`src/rtl/vintf_pkg.sv`:
```
package vintf_pkg;

    localparam int DATA_W = 32;
    localparam int ADDR_W = 2;
    localparam int BP_W   = 3;
    localparam int GROUPS = 2;

    typedef enum logic [ADDR_W-1:0] {
        ADR_CTRL  = 2'd0,
        ADR_BP0   = 2'd1,
        ADR_BP1   = 2'd2,
        ADR_DEACT = 2'd3
    } vintf_addr_e;

    typedef struct packed {
        logic eoi_split;
        logic bp_common;
    } vintf_mode_t;

    function automatic logic [BP_W-1:0] bp_sat_inc(input logic [BP_W-1:0] v);
        return (v == {BP_W{1'b1}}) ? v : v + 1'b1;
    endfunction

endpackage

```
`src/rtl/vintf_cap_word.sv`:
```
module vintf_cap_word
    import vintf_pkg::*;
#(
    parameter bit         EXT_RANGE   = 1'b1,
    parameter bit         RANGE_SEL   = 1'b0,
    parameter bit         AFF3_VALID  = 1'b1,
    parameter bit         SEI_SUPPORT = 1'b0,
    parameter logic [2:0] ID_CODE     = 3'b001,
    parameter int         PRI_BITS    = 5
) (
    output logic [DATA_W-1:0] cap_word
);
    localparam logic [2:0] PRI_FIELD = 3'(PRI_BITS - 1);

    if (PRI_BITS < 5 || PRI_BITS > 8) begin : g_bad_pri
        $error("PRI_BITS must lie between 5 and 8");
    end

    always_comb begin
        cap_word        = '0;
        cap_word[19]    = EXT_RANGE;
        cap_word[18]    = RANGE_SEL;
        cap_word[15]    = AFF3_VALID;
        cap_word[14]    = SEI_SUPPORT;
        cap_word[13:11] = ID_CODE;
        cap_word[10:8]  = PRI_FIELD;
    end
endmodule

```
`src/rtl/vintf_bp_bank.sv`:
```
module vintf_bp_bank
    import vintf_pkg::*;
(
    input  logic            clk,
    input  logic            rst_n,
    input  logic [GROUPS-1:0] wr_en,
    input  logic [BP_W-1:0] wdata,
    input  logic            bp_common,
    output logic [BP_W-1:0] bp0_view,
    output logic [BP_W-1:0] bp1_view
);
    logic [GROUPS-1:0][BP_W-1:0] bp_d, bp_q;

    for (genvar g = 0; g < GROUPS; g++) begin : g_grp
        // group 1 stops accepting writes while it aliases group 0
        localparam bit ALIASED = (g != 0);
        always_comb begin
            bp_d[g] = bp_q[g];
            if (wr_en[g] && !(ALIASED && bp_common)) begin
                bp_d[g] = wdata;
            end
        end
    end

    always_ff @(posedge clk) begin
        if (!rst_n) begin
            bp_q <= '0;
        end else begin
            bp_q <= bp_d;
        end
    end

    assign bp0_view = bp_q[0];
    assign bp1_view = bp_common ? bp_sat_inc(bp_q[0]) : bp_q[1];
endmodule

```
`src/rtl/vintf_ctl_regs.sv`:
```
module vintf_ctl_regs
    import vintf_pkg::*;
#(
    parameter bit         EXT_RANGE   = 1'b1,
    parameter bit         RANGE_SEL   = 1'b0,
    parameter bit         AFF3_VALID  = 1'b1,
    parameter bit         SEI_SUPPORT = 1'b0,
    parameter logic [2:0] ID_CODE     = 3'b001,
    parameter int         PRI_BITS    = 5
) (
    input  logic        clk,
    input  logic        rst_n,
    input  logic        acc_valid,
    input  logic        acc_write,
    input  logic [1:0]  acc_addr,
    input  logic [31:0] acc_wdata,
    output logic [31:0] acc_rdata,
    output logic        acc_err,
    output logic        eoi_split,
    output logic        bp_common
);
    typedef struct packed {
        vintf_mode_t       mode;
        logic [DATA_W-1:0] rdata;
        logic              err;
    } ctl_state_t;

    ctl_state_t          st_d, st_q;
    logic [DATA_W-1:0]   cap_word;
    logic [BP_W-1:0]     bp0_view, bp1_view;
    logic [GROUPS-1:0]   bp_wr;
    vintf_addr_e         sel;

    vintf_cap_word #(
        .EXT_RANGE  (EXT_RANGE),
        .RANGE_SEL  (RANGE_SEL),
        .AFF3_VALID (AFF3_VALID),
        .SEI_SUPPORT(SEI_SUPPORT),
        .ID_CODE    (ID_CODE),
        .PRI_BITS   (PRI_BITS)
    ) u_cap (
        .cap_word(cap_word)
    );

    assign sel      = vintf_addr_e'(acc_addr);
    assign bp_wr[0] = acc_valid && acc_write && (sel == ADR_BP0);
    assign bp_wr[1] = acc_valid && acc_write && (sel == ADR_BP1);

    vintf_bp_bank u_bp (
        .clk      (clk),
        .rst_n    (rst_n),
        .wr_en    (bp_wr),
        .wdata    (acc_wdata[BP_W-1:0]),
        .bp_common(st_q.mode.bp_common),
        .bp0_view (bp0_view),
        .bp1_view (bp1_view)
    );

    always_comb begin
        st_d     = st_q;
        st_d.err = 1'b0;
        if (acc_valid) begin
            unique case (sel)
                ADR_CTRL: begin
                    if (acc_write) begin
                        st_d.mode.eoi_split = acc_wdata[1];
                        st_d.mode.bp_common = acc_wdata[0];
                    end else begin
                        st_d.rdata = cap_word |
                            {{(DATA_W-2){1'b0}}, st_q.mode.eoi_split, st_q.mode.bp_common};
                    end
                end
                ADR_BP0: begin
                    if (!acc_write) st_d.rdata = {{(DATA_W-BP_W){1'b0}}, bp0_view};
                end
                ADR_BP1: begin
                    if (!acc_write) st_d.rdata = {{(DATA_W-BP_W){1'b0}}, bp1_view};
                end
                ADR_DEACT: begin
                    st_d.err = !st_q.mode.eoi_split;
                    if (!acc_write) st_d.rdata = '0;
                end
                default: ;
            endcase
        end
    end

    always_ff @(posedge clk) begin
        if (!rst_n) begin
            st_q <= '0;
        end else begin
            st_q <= st_d;
        end
    end

    assign acc_rdata = st_q.rdata;
    assign acc_err   = st_q.err;
    assign eoi_split = st_q.mode.eoi_split;
    assign bp_common = st_q.mode.bp_common;
endmodule

```
`config.mk`:
```
export PLATFORM = sky130hd
export DESIGN_NAME = vintf_ctl_regs
export DESIGN_NICKNAME = d
export VERILOG_FILES = /design/src/rtl/vintf_pkg.sv /design/src/rtl/vintf_cap_word.sv /design/src/rtl/vintf_bp_bank.sv /design/src/rtl/vintf_ctl_regs.sv
export SDC_FILE = /design/constraint.sdc
export NUM_CORES = 1
export LEC_CHECK = 0
export BUFFER_PORTS_ARGS = -buffer_cell sky130_fd_sc_hd__buf_4
export CAP_MARGIN = 30
export CORE_UTILIZATION = 25
export DETAILED_ROUTE_END_ITERATION = 6
export SLEW_MARGIN = 20
export SYNTH_ARGS = -nofsm -noshare
export SYNTH_HDL_FRONTEND = slang
export SYNTH_HIERARCHICAL = 1
export SYNTH_SLANG_ARGS = --single-unit
```
`constraint.sdc`:
```
create_clock -name clk -period 1.95 [get_ports clk]
set_clock_uncertainty 0.1 [all_clocks]
set_input_delay 0.39 -clock clk [delete_from_list [all_inputs] [get_ports clk]]
set_output_delay 0.39 -clock clk [all_outputs]
set_load 0.005 [all_outputs]
```
### Word level (Yosys, flattened, before mapping)

Index checks and enable logic that the tools add are counted.

| word-level totals | value |
|---|---|
| register bits after elaboration | 41 |
| bits in latches | 0 |
| bits in writable memories | 0 |
| bits in read-only memories | 0 |
| input bits | 38 |
| output and inout port bits | 35 |
| word-level logic and storage cells | 32 |
| memories | 0 |

| operators by class | value |
|---|---|
| add/sub/neg operators | 1 |
| multipliers | 0 |
| divide/modulo/power cells | 0 |
| magnitude comparators | 0 |
| eq/ne operators | 8 |
| shift operators | 0 |
| mux-type cells | 7 |
| bitwise operators | 0 |
| reduce and logical (&&, ||, !) cells | 10 |

Operators with widths:

| kind | number |
|---|---|
| 2-to-1 mux 32 bit | 4 |
| case mux 32 bit (4 select lines) | 1 |
| != test 2 bit (second input constant) | 4 |
| 2-to-1 mux 3 bit | 2 |
| AND reduction 3 bit | 2 |
| AND reduction 5 bit | 1 |
| == test 2 bit (second input constant) | 2 |
| logical AND 1 bit | 4 |
| adder 3 x 1 -> 3 bit (second input constant) | 1 |
| == test 3 bit (second input constant) | 1 |
| == test 2 x 1 -> 1 bit (second input constant) | 1 |
| zero test 1 bit | 2 |
| zero test 2 bit | 1 |

### Logic depth before layout (Yosys ltp)

Gate-level depths: netlist of the first run.

| logic depth | value |
|---|---|
| word-level depth | 5 |
| depth in mapped cells | 6 |
| depth with buffers taken out | 6 |

### Modules after synthesis

The synthesis of the first run kept the hierarchy.

By module, submodules not included:

| module | instances | cells each | area each (um^2) | seq. area each (um^2) |
|---|---|---|---|---|
| vintf_ctl_regs | 1 | 134 | 1,363.8 | 700.7 |
| vintf_bp_bank | 1 | 32 | 325.3 | 120.1 |
| vintf_cap_word | 1 | 34 | 247.7 | 0.0 |

### Least setup slack after synthesis of the first run

OpenSTA, ideal clock, no wires.

| path | value |
|---|---|
| kind | in2reg |
| from | input acc_addr[0] |
| to | register u_bp.bp_q, in the netlist u_bp/bp0_view[0] |
| library setup time | 0.116 ns |
| data arrival time | 1.258 ns |
| setup slack | 0.476 ns |
| stages on the path | 4 |
| buffers on the path | 1 |
| cells stage by stage | buf_2 -> nor3b_1 -> mux2i_1 -> nor2b_1 |

| between the ends | value |
|---|---|
| longest elaborated chain between the ends | 2 |

RTL lines:

| what | line | text |
|---|---|---|
| start: declaration | vintf_ctl_regs.sv:15 | `input logic [1:0] acc_addr,` |
| == test 2 x 1 -> 1 bit | vintf_ctl_regs.sv:46 | `assign bp_wr[0] = acc_valid && acc_write && (sel == ADR_BP0);` |
| logical AND 1 bit | vintf_ctl_regs.sv:46 |  |
| named net bp_wr[0] | vintf_ctl_regs.sv:31 | `logic [GROUPS-1:0] bp_wr;` |
| end signal: assignment | vintf_bp_bank.sv:29 | `bp_q <= bp_d;` |
| end: declaration | vintf_bp_bank.sv:12 | `logic [GROUPS-1:0][BP_W-1:0] bp_d, bp_q;` |

The timed path passes the listed nets, and every way through them passes these cells.
A chain may end at the register's enable or synchronous reset.

### Worst setup path after layout of the first run

| path | value |
|---|---|
| from | register st_q, in the netlist bp_common |
| to | output bp_common |

RTL lines:

| what | line | text |
|---|---|---|
| start: declaration | vintf_ctl_regs.sv:28 | `ctl_state_t st_d, st_q;` |
| start signal: assignment | vintf_ctl_regs.sv:92 | `st_q <= st_d;` |
| end: declaration | vintf_ctl_regs.sv:20 | `output logic bp_common` |

No word-level cell between the ends.

==> reports/summary.md, run 1 <==
The tools report the number of endpoints with negative hold slack in the final report as 0. 0 antenna diodes ended up in the layout. The root buffer cell chosen for the clock tree is sky130_fd_sc_hd__clkbuf_8.

The run gives 0 as the remaining design rule violation count. Setup repair after global routing left no endpoint under its margin. The tools report the cell area after layout as 2350 um2.

Max-cap violations in this run came to 0. In this run the static leakage power is 0.939 nW. The number of cells on the worst reg-to-reg path is 6.

The share of the Yosys chip area taken by registers is 42.4%. Setup violations remaining at the end of the flow were counted as 0. The top cell types in the final layout, fill and taps aside, are sky130_fd_sc_hd__buf_4, sky130_fd_sc_hd__dfxtp_1, sky130_fd_sc_hd__nor2b_1. The placer's final routability congestion estimate is 0.689. For this design the total switching power over the nets is 0.000365 W.

The logs give 0.268 mV for the peak supply drop and 8100 um2 for the floorplan die area. The setup check on the worst reg-to-reg path leaves a slack of 0.48 ns. Entering global routing, the biggest net connects 42 pins. Synthesis inferred 41 register bits. In the final layout, the share of cells above drive strength 1 is 24.9%.

In this run, post-CTS hold repair placed 0 buffers. The largest single stage delay on the critical path is 0.54 ns. The worst register-to-register path begins at u_bp/bp0_view[0]. The dominant delay contributor by cell family on the critical path was flip-flops. The post-cts repair resize count came out at 0. The number of buffers inserted by post-CTS setup repair was 0. The run gives 2520 um as the HPWL after detailed placement. The number of cells on the critical path is 1. The tools report the endpoint type of the worst setup path as an output pin.

In this run the core area contains 31 standard-cell rows. Setup total negative slack on the finished layout was measured at 0 ns. The synthesized design spends more area on one cell type than any other, namely sky130_fd_sc_hd__dfxtp_1. Based on the critical path, the design can be clocked at up to 667 MHz. In the synthesized netlist, the number of instances is 200.

The final layout contains 279 nets. The cell area that synthesis handed to floorplanning was 1940 um2. In this run the worst path has a maximum fanout of 9. The vertical die dimension works out to 90.0 um.

The run gives 0 as the total grt overflow. In the global route stage, overall resource usage came out at 9.58%. Summed over all layers, the routed wires come to 3590 um. The worst path meets setup with 0.451 ns of slack. For this run, the detailed router's first-pass iteration total came to 4. By area the synthesized netlist is led by sky130_fd_sc_hd__dfxtp_1, sky130_fd_sc_hd__buf_4, sky130_fd_sc_hd__nor2b_1. The number of buffer and inverter stages on the critical path works out to 1.

The final route contains 1329 vias. The Yosys step of the flow raised 6 warnings. Final number of max-transition violations: 0. The effective utilization at floorplan is 26.3%.

TritonCTS created 5 clock buffers. The die outline width was 90.0 um; the fraction of the core area covered by cells at the end of the flow was 31.9%. The worst register-to-register path ends at acc_rdata[0]. For the worst setup path, the data required time is 1.46 ns. The clock transition time at the flip-flop clock pins of the worst setup and hold paths was 0.08 ns; the layout-stage area growth over the synthesis result was 21.3%. The buffer depth of the longest clock path is 2.

Combinational logic is responsible for 8.6% of the overall power. Most frequent standard cell in the layout excluding fill and tap cells: sky130_fd_sc_hd__buf_4. The first global-routing pass estimated 6200 um of wire. The detailed-route wire length per cell was 10.6 um. The tools report the number of global-route vias before repair as 1306.

Walking the worst path, the cells encountered are buf_4. Of the post-synthesis cell area, the dominant cell type holds 42.4%. Averaged over all synthesized cells, the footprint is 9.68 um2. The type of the worst min-delay path was input port to flip-flop. The core region area came out at 7370 um2. Of the total power, the clock network draws 40.8%. The tools report the capture point of the worst path as bp_common. The critical path starts at bp_common.

Number of distinct standard cells referenced by the synthesized netlist: 27. TritonCTS built the clock tree. Summing internal, switching and leakage power gives 0.00171 W. The total placed instance area is 2230 um2. At the worst endpoint, the arrival time is 1.01 ns.

The run finished with clean final reports. Critical path class: flip-flop to output pin. The worst path needs 1.50 ns of the cycle, external delays included. Number of antenna violations at the first check in global routing: 0.

Dividing the detail-routed via count by the number of cells gives 3.91. Clock tree synthesis found a total of 41 sinks. During I/O placement, the number of pins put on the boundary was 73. Latest clock arrival within the worst-skew pair: 0.28 ns. Before CTS, the worst setup slack after placement is 0.432 ns.

The residual antenna-violating net count after detailed routing was 0. Net switching is 21.3% of the power. The CTS H-tree depth was 2.

The proportion of power drawn by flip-flops and latches was 50.6%; the number of DRC markers after the initial detailed-route iteration was 42. The tools report the kind of start point of the critical path as a flip-flop. The worst path uses 76.9% of the clock period. The cell-internal power was 0.00135 W; the total of buffers placed on input and output ports was 43. The power density normalized to cell area is 729 nW/um2.

The largest individual stage delay along the critical path comes from the cell sky130_fd_sc_hd__dfxtp_1.
cells in the mapped netlist, drive strengths merged:
cell	number
a31oi	2
mux2	1
dfxtp	41
o21ai	3
nor3b	2
nor2	4
clkbuf	4
nand2b	1
nand2	2
buf	42
inv	2
o21a	1
a22oi	29
nor4b	1
ha	1
nand3b	3
mux2i	10
nor3	2
nand4	1
a21oi	3
a211o	2
xor2	1
and4bb	1
conb	2
nor2b	39
per-stage QoR:
step           hold WS [ns]  std cells
6_report              0.272        340
5_1_grt               0.274        340
4_1_cts               0.266        340
3_5_place_dp          0.400        332
3_3_place_gp          0.385        332
2_1_floorplan         0.340        230
power by group through the flow:
| stage | combinational, W | sequential [W] | clock [W] |
|---|---|---|---|
| after detailed placement | 0.000149 | 0.000886 | 0 |
| after floorplan | 0.000132 | 0.000886 | 0 |
| after CTS | 0.000150 | 0.000867 | 0.000738 |
| after global placement | 0.000148 | 0.000886 | 0 |
| after global routing | 0.000167 | 0.000870 | 0.000767 |
| final | 0.000147 | 0.000866 | 0.000698 |
final cells by class:
type,count,area [um2]
repair buffers,49,368
fillers,787,5020
clock buffers,7,86.3
multi-input cells,141,912
clock inverters,1,30.0
inverters,2,7.51
well taps,99,124
flip-flops and latches,41,821
how the worst min path moves through the flow:
stage / cells past startpoint / from / to / slack, ns
2_1_floorplan: 1 / eoi_split / acc_err / 0.34
3_3_place_gp: 1 / eoi_split / acc_err / 0.39
3_5_place_dp: 1 / eoi_split / acc_err / 0.40
4_1_cts: 3 / acc_wdata[2] / u_bp/bp_q[5] / 0.27
5_1_grt: 3 / acc_wdata[0] / u_bp/bp0_view[0] / 0.27
6_report: 3 / acc_wdata[2] / u_bp/bp_q[5] / 0.27
sequential cells by signal, indices dropped and copies added, names as in the netlist:
signal / flops
eoi_split: 1
u_bp/bp0_view: 3
acc_err: 1
u_bp/bp_q: 3
bp_common: 1
acc_rdata: 32
worst reg2reg max path, delay by kind of cell, from the launching register on:
family / cells / cell delay, ns
AND/OR/NAND/NOR: 2 / 0.18
multiplexers: 1 / 0.26
adder cells (fa/ha/maj): 1 / 0.19
XOR/XNOR: 1 / 0.15
flip-flops: 1 / 0.39
AO/OA/AOI/OAI: 1 / 0.08
layer usage:
metal / wire, um / share of wire [%] / GRT usage, %
met1: 1730 / 48 / 11.0
met2: 1660 / 46 / 16.5
met3: 177 / 4.9 / 2.71
met4: 18 / 0.50 / 4.03
met5: 0 / 0 / 0
kinds of logic after synthesis:
logic type | after synthesis | share of synthesized area [%]
adder cells (fa/ha/maj) | 1 | 0.646
AO/OA/AOI/OAI | 40 | 14.7
other | 2 | 0.388
multiplexers | 11 | 5.94
AND/OR/NAND/NOR | 56 | 18.7
XOR/XNOR | 1 | 0.452
buffers and inverters | 48 | 16.8
flip-flops | 41 | 42.4
Power figures use the tool's default switching activity.
==> run 2: changes to the inputs <==
- clock period: 1.95 -> 1.5 ns (I/O delays scaled with it)
==> reports/summary.md, run 2 (synthesized netlist as in run 1, its figures left out) <==
The run finished with clean final reports. The floorplan die area is 8100 um2, and the detailed-route wire length per cell is 11.1 um. The run gives 711 MHz as the highest clock rate. Counting the fill cells in the layout gives 792. The worst setup path is captured at a flip-flop.

The logs give 0 for the number of antenna violations at the first check in global routing and 0 for the final number of max-transition violations. The number of buffers added to fix hold violations after cts came out at 0. Critical path class: flip-flop to flip-flop. For this run, the total global-route usage over all layers was measured as 9.96%. The area occupied by multi-input gates was 912 um2. In this design, the stage delay of the slowest critical-path cell is 0.35 ns. In this run the static leakage power is 0.960 nW. The critical-path maximum fanout works out to 4. The first global-routing pass estimated 6530 um of wire. The layout-stage area growth over the synthesis result was 22.9%; the residual antenna-violating net count after detailed routing was 0. The tools report the fraction of the core area covered by cells at the end of the flow as 32.3%. The tree is rooted in a sky130_fd_sc_hd__clkbuf_8.

Cells with a size suffix above 1 make up 26.9% of the layout. The cell count after placement was 336. The number of endpoints with negative hold slack in the final report came out at 0. In this run the standard cell core region covers 7370 um2. The critical path goes through ha_1 > nand2_1 > xor2_1 > mux2_4 > nand3b_1 > a31oi_1. The run gives 0.28 ns as the latest clock arrival within the worst-skew pair. Row generation in the floorplan step produced 31 rows. The H-tree generated during clock tree synthesis spans 2 levels. The register with the most flip-flops in the layout has 32 of them. Buffers placed on the I/O ports in this run total 43. The number of antenna diodes in the final layout is 0. After the flow finishes, the layout carries non-filler instances totaling 344.

The slowest stage of the critical path is the sky130_fd_sc_hd__dfxtp_2 cell. The most frequent standard cell in the layout excluding fill and tap cells was sky130_fd_sc_hd__buf_4. Clock-pin slew was measured on the worst setup and hold paths at 0.08 ns.

For the setup total negative slack, the log shows 0 ns. The logs give 5 for the CTS buffer count and 1405 for the number of global-route vias before repair. The top cell types in the final layout, fill and taps aside, are sky130_fd_sc_hd__buf_4, sky130_fd_sc_hd__dfxtp_1, sky130_fd_sc_hd__nor2b_1. The final count of negative-setup-slack endpoints was 0; the total grt overflow was 0. HPWL after detailed placement: 2610 um. In the finished design, the share of the clock period the worst path needs comes to 93.8%. At the worst endpoint, the required time is 1.56 ns. The via-per-instance ratio came out at 4.01. Number of I/O pins: 73. The min-delay analysis places its worst path in the category input port to flip-flop. The number of DRC markers after the initial detailed-route iteration is 47. The die outline width is 90.0 um, and the shortest period the worst path allows is 1.41 ns. The number of nets at the end of the flow is 283.

The longest clock path from root to sink contains 2 buffers. Across the whole layout, storage elements account for 823 um2. Power spread over the standard cell area amounts to 945 nW/um2. Setup repair after global routing left no endpoint under its margin. Once the floorplan was initialized, standard cells occupied 26.3% of the core. For the number of detailed-route iterations in the first pass, the log shows 4. Across the VDD grid, the largest voltage drop is 0.403 mV. The die is 90.0 um tall.

Hold timing on the final database bottoms out at a slack of 0.182 ns. Clock tree synthesis found a total of 41 sinks. Entering global routing, the biggest net connects 39 pins. STA classifies the critical path startpoint as a flip-flop. At the end of routability-driven placement, the weighted congestion stood at 0.705. The routed layout has 1378 vias.

In the routed design, unresolved DRC markers number 0. The logs give 0 for the max-cap violation count and 1.47 ns for the arrival time of data at the critical path endpoint. TritonCTS built the clock tree.

The tools report the routed wire length as 3830 um.
==> run 2: changes by cell type in the layout (fill, tap and decap cells not counted), sizes merged <==
cell,change
buf,+4
==> run 2: worst paths after layout <==
path | slack [ns] | startpoint | depth (start not counted) | end
hold reg to reg | 0.40 | eoi_split | 1 | acc_err
setup reg to reg | 0.09 | u_bp/bp0_view[1] | 6 | acc_rdata[0]
setup / recovery | 0.09 | u_bp/bp0_view[1] | 6 | acc_rdata[0]
hold / removal | 0.18 | acc_wdata[2] | 3 | u_bp/bp_q[5]
==> run 2: layout make-up <==
cell class / instances / share of cell area (%)
Clock buffer: 7 / 3.63
Clock inverter: 1 / 1.26
Inverter: 2 / 0.315
Multi-Input combinational cell: 141 / 38.3
Sequential cell: 41 / 34.6
Tap cell: 99 / 5.20
Timing Repair Buffer: 53 / 16.7
==> run 2: where the power goes <==
part / internal [W] / switching, W
clock network: 0.000543 / 0.000379
logic: 0.000102 / 0.0000995
registers: 0.00111 / 0.0000150
==> run 2: critical path, delay by kind of cell, from the launching register on <==
kind            cells  cell delay [ns]
compound gates      1             0.08
fa+ha+maj           1             0.17
xor+xnor            1             0.16
simple gates        2             0.18
flops               1             0.35
mux                 1             0.26
==> run 2: metrics by stage <==
| step | setup WS [ns] | area (um2) | power [W] |
|---|---|---|---|
| floorplan | 0.116 | 2050 | 0.00132 |
| global placement | 0.0792 | 2260 | 0.00135 |
| detailed placement | 0.0546 | 2260 | 0.00136 |
| CTS | 0.0403 | 2380 | 0.00230 |
| global route | 0.00379 | 2380 | 0.00237 |
| finish | 0.0935 | 2380 | 0.00225 |
==> run 2: metal layers <==
metal	routed length [um]	global-route usage, %	vias up	part of all wire [%]
li1	-	-	706	-
met1	1850	11.5	640	48
met2	1790	17.7	27	47
met3	152	2.71	5	4.0
met4	31	3.23	0	0.81
met5	0	0	-	0
==> run 2: repair_timing <==
item                                    4_1_cts  5_1_grt
buffers inserted                              0        0
resized for setup                             0        2
endpoints found under the setup margin        0        3
